**src/rtl/dsv_pkg.sv**
```systemverilog
package dsv_pkg;
  typedef enum logic [1:0] {
    ST_IDLE   = 2'd0,
    ST_SETTLE = 2'd1,
    ST_HELD   = 2'd2
  } steer_state_e;
endpackage

```
**src/rtl/guard_timer.sv**
```systemverilog
// Counts consecutive cycles with run_i high; hit_o on the limit-th one.
module guard_timer #(
  parameter int unsigned CW = 16
) (
  input  logic          clk_i,
  input  logic          rst_ni,
  input  logic          run_i,
  input  logic [CW-1:0] limit_i,
  output logic          hit_o
);
  logic [CW-1:0] cnt_q;
  logic [CW:0]   next_w;
  logic [CW:0]   lim_eff;

  assign next_w  = {1'b0, cnt_q} + 1'b1;
  assign lim_eff = (limit_i == '0) ? {{CW{1'b0}}, 1'b1} : {1'b0, limit_i};
  assign hit_o   = run_i && (next_w >= lim_eff);

  always_ff @(posedge clk_i or negedge rst_ni) begin
    if (!rst_ni)     cnt_q <= '0;
    else if (!run_i) cnt_q <= '0;
    else if (hit_o)  cnt_q <= '0;
    else             cnt_q <= next_w[CW-1:0];
  end


  cnt_idle_zero_chk: assert property (@(posedge clk_i) disable iff (!rst_ni)
    !$past(run_i) |-> (cnt_q == '0));
endmodule

```
**src/rtl/settle_delay.sv**
```systemverilog
// Fixed-length shift chain: done_o high during the N-th cycle after start_i.
module settle_delay #(
  parameter int unsigned N = 2
) (
  input  logic clk_i,
  input  logic rst_ni,
  input  logic start_i,
  output logic done_o
);
  logic [N-1:0] sr_q;

  always_ff @(posedge clk_i or negedge rst_ni) begin
    if (!rst_ni) sr_q[0] <= 1'b0;
    else         sr_q[0] <= start_i;
  end

  for (genvar i = 1; i < N; i++) begin : g_stage
    always_ff @(posedge clk_i or negedge rst_ni) begin
      if (!rst_ni) sr_q[i] <= 1'b0;
      else         sr_q[i] <= sr_q[i-1];
    end
  end

  assign done_o = sr_q[N-1];


  settle_one_hot_chk: assert property (@(posedge clk_i) disable iff (!rst_ni)
    $onehot0(sr_q));
endmodule

```
**src/rtl/dtmf_steer_validator.sv**
```systemverilog
module dtmf_steer_validator #(
  parameter int unsigned TW         = 16,
  parameter int unsigned DW         = 4,
  parameter int unsigned SETTLE_CYC = 2
) (
  input  logic          clk_i,
  input  logic          rst_ni,
  input  logic          est_i,
  input  logic [DW-1:0] digit_i,
  input  logic [TW-1:0] present_time_i,
  input  logic [TW-1:0] absent_time_i,
  output logic [DW-1:0] rx_data_o,
  output logic          dstd_o,
  output logic          rx_full_o,
  output logic          guard_o
);
  import dsv_pkg::*;

  steer_state_e  state_q;
  logic [DW-1:0] data_q;
  logic          dstd_q, full_q, guard_q;
  logic          p_run, a_run, p_hit, a_hit, settle_done;

  assign p_run = (state_q == ST_IDLE) && est_i;
  assign a_run = (state_q == ST_HELD) && !est_i;

  guard_timer #(.CW(TW)) u_present (
    .clk_i  (clk_i),
    .rst_ni (rst_ni),
    .run_i  (p_run),
    .limit_i(present_time_i),
    .hit_o  (p_hit)
  );

  guard_timer #(.CW(TW)) u_absent (
    .clk_i  (clk_i),
    .rst_ni (rst_ni),
    .run_i  (a_run),
    .limit_i(absent_time_i),
    .hit_o  (a_hit)
  );

  settle_delay #(.N(SETTLE_CYC)) u_settle (
    .clk_i  (clk_i),
    .rst_ni (rst_ni),
    .start_i(p_hit),
    .done_o (settle_done)
  );

  always_ff @(posedge clk_i or negedge rst_ni) begin
    if (!rst_ni) begin
      state_q <= ST_IDLE;
      data_q  <= '0;
      dstd_q  <= 1'b0;
      full_q  <= 1'b0;
      guard_q <= 1'b0;
    end else begin
      full_q <= 1'b0;
      unique case (state_q)
        ST_IDLE: begin
          if (p_hit) begin
            state_q <= ST_SETTLE;
            data_q  <= digit_i;
            guard_q <= 1'b1;
          end
        end
        ST_SETTLE: begin
          guard_q <= est_i;
          if (settle_done) begin
            state_q <= ST_HELD;
            dstd_q  <= 1'b1;
            full_q  <= 1'b1;
          end
        end
        ST_HELD: begin
          guard_q <= est_i;
          if (a_hit) begin
            state_q <= ST_IDLE;
            dstd_q  <= 1'b0;
            guard_q <= 1'b0;
          end
        end
        default: state_q <= ST_IDLE;
      endcase
    end
  end

  assign rx_data_o = data_q;
  assign dstd_o    = dstd_q;
  assign rx_full_o = full_q;
  assign guard_o   = guard_q;


  dstd_after_settle_chk: assert property (@(posedge clk_i) disable iff (!rst_ni)
    $rose(dstd_o) |-> $past(state_q == ST_SETTLE));

  full_on_rise_chk: assert property (@(posedge clk_i) disable iff (!rst_ni)
    rx_full_o |-> $rose(dstd_o));

  rise_gives_full_chk: assert property (@(posedge clk_i) disable iff (!rst_ni)
    $rose(dstd_o) |-> rx_full_o);

  data_only_on_reg_chk: assert property (@(posedge clk_i) disable iff (!rst_ni)
    !$stable(rx_data_o) |-> $past(p_hit));

  dstd_fall_on_absence_chk: assert property (@(posedge clk_i) disable iff (!rst_ni)
    $fell(dstd_o) |-> ($past(!est_i) && $stable(rx_data_o)));

  guard_tracks_est_chk: assert property (@(posedge clk_i) disable iff (!rst_ni)
    (state_q == ST_HELD && $past(state_q == ST_HELD)) |-> (guard_o == $past(est_i)));

  guard_idle_low_chk: assert property (@(posedge clk_i) disable iff (!rst_ni)
    (state_q == ST_IDLE) |-> !guard_o);
endmodule

```
**config.mk**
```make
export PLATFORM = sky130hd
export DESIGN_NAME = dtmf_steer_validator
export DESIGN_NICKNAME = d
export VERILOG_FILES = /design/src/rtl/dsv_pkg.sv /design/src/rtl/guard_timer.sv /design/src/rtl/settle_delay.sv /design/src/rtl/dtmf_steer_validator.sv
export SDC_FILE = /design/constraint.sdc
export NUM_CORES = 1
export LEC_CHECK = 0
export BUFFER_PORTS_ARGS = -buffer_cell sky130_fd_sc_hd__buf_2
export CAP_MARGIN = 25
export CORE_MARGIN = 3
export CORE_UTILIZATION = 55
export CTS_BUF_LIST = sky130_fd_sc_hd__clkbuf_16
export DETAILED_ROUTE_END_ITERATION = 6
export PLACE_DENSITY = 0.75
export SETUP_SLACK_MARGIN = 0.1
export SYNTH_ARGS = -nofsm -noshare
export SYNTH_HDL_FRONTEND = slang
export SYNTH_HIERARCHICAL = 1
export SYNTH_SLANG_ARGS = --single-unit
export TNS_END_PERCENT = 20
```
**constraint.sdc**
```tcl
create_clock -name clk_i -period 9.9 [get_ports clk_i]
set_input_delay 0.99 -clock clk_i [delete_from_list [all_inputs] [get_ports clk_i]]
set_output_delay 0.99 -clock clk_i [all_outputs]
set_load 0.05 [all_outputs]
```
# Word-level counts from Yosys, hierarchy flattened
# Index checks and enable logic that the tools add are counted.
[totals]
reg_bits = 43
input_bits = 39
output_inout_bits = 7
word_cells = 50
[op_classes]
n_addsub = 2
n_lt_le_gt_ge = 2
n_eq_ne = 5
n_mux = 18
n_reduce_logical = 14
[ops]
columns = ["operator", "n"]
rows = [
  ["16-bit 2-to-1 mux", 6],
  ["16-bit by 1-bit adder with 17-bit output, second input constant", 2],
  ["17-bit greater-or-equal comparator", 2],
  ["16-bit zero test", 2],
  ["1-bit 2-to-1 mux", 6],
  ["2-bit 2-to-1 mux", 3],
  ["2-bit case mux with 3 select lines", 1],
  ["3-bit AND reduction", 2],
  ["1-bit logical AND", 4],
  ["2-bit by 1-bit inequality test with 1-bit output, second input constant", 2],
  ["2-bit AND reduction", 2],
  ["1-bit case mux with 3 select lines", 1],
  ["3-bit nonzero test", 1],
  ["2-bit by 1-bit == test with 1-bit output, second input constant", 1],
  ["2-bit == test, second input constant", 1],
  ["2-bit zero test", 1],
  ["2-bit inequality test, second input constant", 1],
  ["1-bit case mux with 2 select lines", 1],
  ["2-bit nonzero test", 1],
  ["1-bit zero test", 1],
]

# Logic depth before layout (Yosys ltp)
[depth]
ltp_word = 6
mapped_depth = 14
mapped_depth_nobuf = 14

# By module
# The synthesis kept the hierarchy.
[modules_own_cells]
columns = ["mod", "n_inst", "cells_per_inst", "area_each_um2", "seq_area_each_um2"]
rows = [
  ["guard_timer", 2, 140, 1418.9, 400.4],
  ["dtmf_steer_validator", 1, 40, 494.2, 225.2],
  ["settle_delay", 1, 2, 50.0, 50.0],
]

# Least setup slack after synthesis
# OpenSTA, ideal clock, no wires.
[synth_path]
kind = "reg-to-reg"
from = "register u_absent.cnt_q[0]"
to = "register state_q[0]"
setup_time_ns = 0.125
t_arrival_ns = 2.973
t_required_ns = 9.775
setup_slack_ns = 6.803
stages_incl_launch_ff = 15
n_path_buf = 0
period_less_slack_ns = 3.097
path_cell_list = "dfrtp_1 ha_1 nand4_1 nor2_4 nand4_1 xnor2_1 ha_1 nand4_1 nor4_1 nor3_1 o21ai_4 o21a_1 inv_1 a221oi_2 mux2_2"
[synth_between]
elab_chain_cells = 5
[synth_rtl]
columns = ["item", "line_no", "rtl"]
rows = [
  ["start: declaration", "guard_timer.sv:11", "logic [CW-1:0] cnt_q;"],
  ["start signal: assignment", "guard_timer.sv:23", "else cnt_q <= next_w[CW-1:0];"],
  ["16-bit by 1-bit adder with 17-bit output", "guard_timer.sv:15", "assign next_w = {1'b0, cnt_q} + 1'b1;"],
  ["17-bit greater-or-equal comparator", "guard_timer.sv:17", "assign hit_o = run_i && (next_w >= lim_eff);"],
  ["1-bit logical AND", "guard_timer.sv:17", ""],
  ["net a_hit", "dtmf_steer_validator.sv:22", "logic p_run, a_run, p_hit, a_hit, settle_done;"],
  ["2-bit inequality test (no line)", "n/a", ""],
  ["3-bit AND reduction (no line)", "n/a", ""],
  ["end signal: assignment", "dtmf_steer_validator.sv:52", "state_q <= ST_IDLE;"],
  ["end signal: assignment", "dtmf_steer_validator.sv:62", "state_q <= ST_SETTLE;"],
  ["end signal: assignment", "dtmf_steer_validator.sv:70", "state_q <= ST_HELD;"],
  ["end: declaration", "dtmf_steer_validator.sv:19", "steer_state_e state_q;"],
]
# The timed path passes the listed nets, and every way through them passes these cells.
# A chain may end at the register's enable or synchronous reset.

# Final worst setup path
[layout_path]
from = "register u_present.cnt_q[0]"
to = "register state_q[0]"
[layout_between]
elab_chain_cells = 5
[layout_rtl]
columns = ["item", "line_no"]
rows = [
  ["start: declaration", "guard_timer.sv:11"],
  ["start signal: assignment", "guard_timer.sv:23"],
  ["16-bit by 1-bit adder with 17-bit output", "guard_timer.sv:15"],
  ["17-bit greater-or-equal comparator", "guard_timer.sv:17"],
  ["1-bit logical AND", "guard_timer.sv:17"],
  ["net p_hit", "dtmf_steer_validator.sv:22"],
  ["2-bit by 1-bit inequality test with 1-bit output (no line)", "n/a"],
  ["3-bit AND reduction (no line)", "n/a"],
]
# The timed path passes the listed nets, and every way through them passes these cells.

==> impl_metrics.env <==
export IMPL_grt_max_degree=44
export IMPL_grt_pass1_wl_microns=11400
export IMPL_max_vdd_ir_drop_v=0.0000822
export IMPL_clockRootBuffer="clkbuf_16"
export IMPL_syn_cell_area_sq_um=3380
export IMPL_p_leak_uw=0.00190
export IMPL_globalRouteMet2Util_pct=34.2
export IMPL_grtUsageTotal_pct=19.5
export IMPL_power_density_nw_per_um2=124
export IMPL_routed_wl_microns=6560
export IMPL_setup_violations=0
export IMPL_crit_fanout=17
export IMPL_yosysTopAreaCellShare_pct=31.8
export IMPL_cp_required_ps=10060
export IMPL_ctsHoldBuffers=0
export IMPL_die_x_microns=84.4
export IMPL_avgSynthCellArea_sq_um=10.5
export IMPL_cts_resized=0
export IMPL_place_congestion=0.888
export IMPL_yosysWarnings=6
export IMPL_dp_hpwl_microns=5300
export IMPL_clkLatencyLatePin_ps=280
export IMPL_r2r_end="state_q[0]"
export IMPL_r2r_cells=14
export IMPL_core_area_sq_um=5710
export IMPL_yosysMostFrequentCell="dfrtp_1"
export IMPL_reg2reg_slack_ps=6130
export IMPL_drc=0
export IMPL_die_h_microns=84.4
export IMPL_post_cts_setup_buffers=0
export IMPL_std_cell_rows=27
export IMPL_slew_headroom_pct=58.0
export IMPL_worst_setup_path_end_kind="flip-flop"
export IMPL_n_antenna_cell=0
export IMPL_overflow=0
export IMPL_drv_slew=0
export IMPL_hold_viol_final=0
export IMPL_antenna_found_initial=0
export IMPL_viasPerCell=5.64
export IMPL_worstSetupPathType="flip-flop to flip-flop"
export IMPL_fin_tns_setup_ps=0
export IMPL_post_route_period_util_pct=38.0
export IMPL_cp_slowest_cell="o21ai_4"
export IMPL_critPathArrivalTime_ps=3930
export IMPL_cts_tree="done"
export IMPL_die_area_sq_um=7130
export IMPL_yosysSeqAreaShare_pct=31.8
export IMPL_grt_setup_unrepaired="no"
export IMPL_clk_pin_slew_ps=60
export IMPL_vias=2505
export IMPL_grt_pass1_vias=2546
export IMPL_drt_antenna_violating_nets=0
export IMPL_async_flop_share_pct=100
export IMPL_portBuffers=45
export IMPL_cts_sinks=43
export IMPL_busiest_layer="met2"
export IMPL_synth_area_leaders="dfrtp_1 32%, ha_1 15%, nor3b_2 6.7%"
export IMPL_synth_cells=322
export IMPL_endpoint="state_q[0]"
export IMPL_timing_fmax_ghz=0.266
export IMPL_area_delta_synth_final_pct=13.0
export IMPL_use_met1_pct=24.5
export IMPL_drive_gt1_share_pct=29.6
export IMPL_routedWlPerCell_microns=14.8
export IMPL_maxCapViolations=0
export IMPL_io_pins=46
export IMPL_synth_top_flop_cell="dfrtp_1"
export IMPL_synth_distinct_cells=43
export IMPL_timing_rr_start="u_present/cnt_q[0]"
export IMPL_yosys_area_top_type="dfrtp_1"
export IMPL_first_iter_violations=103
export IMPL_cp_startpoint="u_present/cnt_q[0]"
export IMPL_fin_crit_ps=3770
export IMPL_hp_class="flip-flop to flip-flop"
export IMPL_path_cells="ha_1 > nand4_1 > nor2_4 > nand4_1 > xnor2_1 > ha_1 > nand4_1 > nor4_1 > nor3_1 > o21ai_4 > o21a_1 > nor2b_2 > a221oi_2 > mux2_2"
export IMPL_htree_num_levels=2
export IMPL_synth_seq_cells=43
export IMPL_status="finished, final reports clean"
export IMPL_syn_num_nets=402
export IMPL_dpl_cell_area_sq_um=3660
export IMPL_drt_pass1_iter_count=4
export IMPL_worst_pin_slew_ps=627
export IMPL_final_nets=451
export IMPL_cts_buffer_depth=2
export IMPL_synth_edf_count=0
export IMPL_skew_ps=3.83
export IMPL_cts_made_buffers=5
export IMPL_initial_core_util_pct=59.2
export IMPL_design_area_sq_um=3820
export IMPL_path_common_cell="nand4_1"
export IMPL_ys_top_cells_by_count="43 x dfrtp_1, 41 x ha_1, 40 x inv_1, 18 x nor3b_2, 18 x xnor2_1"
export IMPL_grt_util_met3_pct=2.65
export IMPL_critical_path_max_stage_delay_ps=500
export IMPL_cp_start_kind="flip-flop"
[how the worst min path moves through the flow]
stage,end,start,slack (ps),cells past startpoint
final,u_settle/done_o,u_settle/sr_q[0],350,0
after floorplan,u_settle/done_o,u_settle/sr_q[0],330,0
after CTS,u_settle/done_o,u_settle/sr_q[0],360,0
after detailed placement,u_settle/done_o,u_settle/sr_q[0],340,0
after global placement,u_settle/done_o,u_settle/sr_q[0],340,0
after global routing,u_settle/done_o,u_settle/sr_q[0],370,0
[cells in the final DEF, fill, tap and decap left out, types with 4 or more instances in the layout]
master / instances
a21oi_1: 8
mux2_2: 6
nor3b_1: 11
nand3_1: 12
nor2_1: 11
dfrtp_1: 43
o21ai_0: 9
buf_2: 45
inv_1: 41
nor4_1: 8
clkbuf_16: 5
xor2_1: 4
xnor2_2: 6
xnor2_1: 18
a21o_1: 4
nor3_2: 4
nor3b_2: 18
nor3_1: 6
nand2_1: 17
ha_1: 41
nand4_1: 14
[where the power goes]
group / total, uW / internal (uW) / switching [uW]
logic: 120 / 49.8 / 70.4
registers: 197 / 185 / 12.5
clock network: 158 / 92.0 / 65.9
[stage by stage]
| step | setup slack, ps | total power [uW] | hold WS [ps] | utilization (%) | instances |
|---|---|---|---|---|---|
| 4_1_cts | 6150 | 480 | 356 | 66.6 | 443 |
| 6_report | 6130 | 476 | 353 | 66.9 | 444 |
| 2_1_floorplan | 6800 | 288 | 331 | - | 322 |
| 3_5_place_dp | 6150 | 322 | 343 | 64.1 | 435 |
| 3_3_place_gp | 6180 | 316 | 336 | 64.1 | 435 |
| 5_1_grt | 5850 | 506 | 369 | 66.9 | 444 |
[registers in the layout (all words and copies together) (netlist names)]
signal           count
u_present/cnt_q     16
state_q              2
rx_full_o            1
u_settle/sr_q        1
rx_data_o            4
u_settle/done_o      1
dstd_o               1
u_absent/cnt_q      16
guard_o              1
[cells by family (layout without fill, tap and decap cells)]
| kind of cell | count (synthesis) | in the layout | share of synthesized area (%) |
|---|---|---|---|
| xor+xnor | 28 | 28 | 8.58 |
| mux | 7 | 7 | 2.29 |
| simple gates | 120 | 120 | 26.3 |
| flops | 43 | 43 | 31.8 |
| fa+ha+maj | 41 | 41 | 15.2 |
| buf+inv | 44 | 94 | 5.55 |
| compound gates | 39 | 39 | 10.2 |
[layout make-up]
| class | instances | area, sq um |
|---|---|---|
| Clock inverter | 3 | 16.3 |
| Timing Repair Buffer | 46 | 245 |
| Multi-Input combinational cell | 235 | 2120 |
| Clock buffer | 5 | 125 |
| Fill cell | 466 | 1890 |
| Inverter | 40 | 150 |
| Tap cell | 72 | 90.1 |
| Sequential cell | 43 | 1080 |
[metal layers]
layer | vias to the layer above | part of all wire [%]
li1 | 1242 | -
met1 | 1207 | 46
met2 | 44 | 49
met3 | 12 | 3.7
met4 | 0 | 1.9
met5 | - | 0
[critical path, delay by kind of cell (launching register included)]
| kind | cells | cell delay [ps] |
|---|---|---|
| xor+xnor | 1 | 170 |
| flops | 1 | 470 |
| simple gates | 7 | 1040 |
| mux | 1 | 370 |
| compound gates | 3 | 990 |
| fa+ha+maj | 2 | 600 |
(Power assumes the default switching activity.)
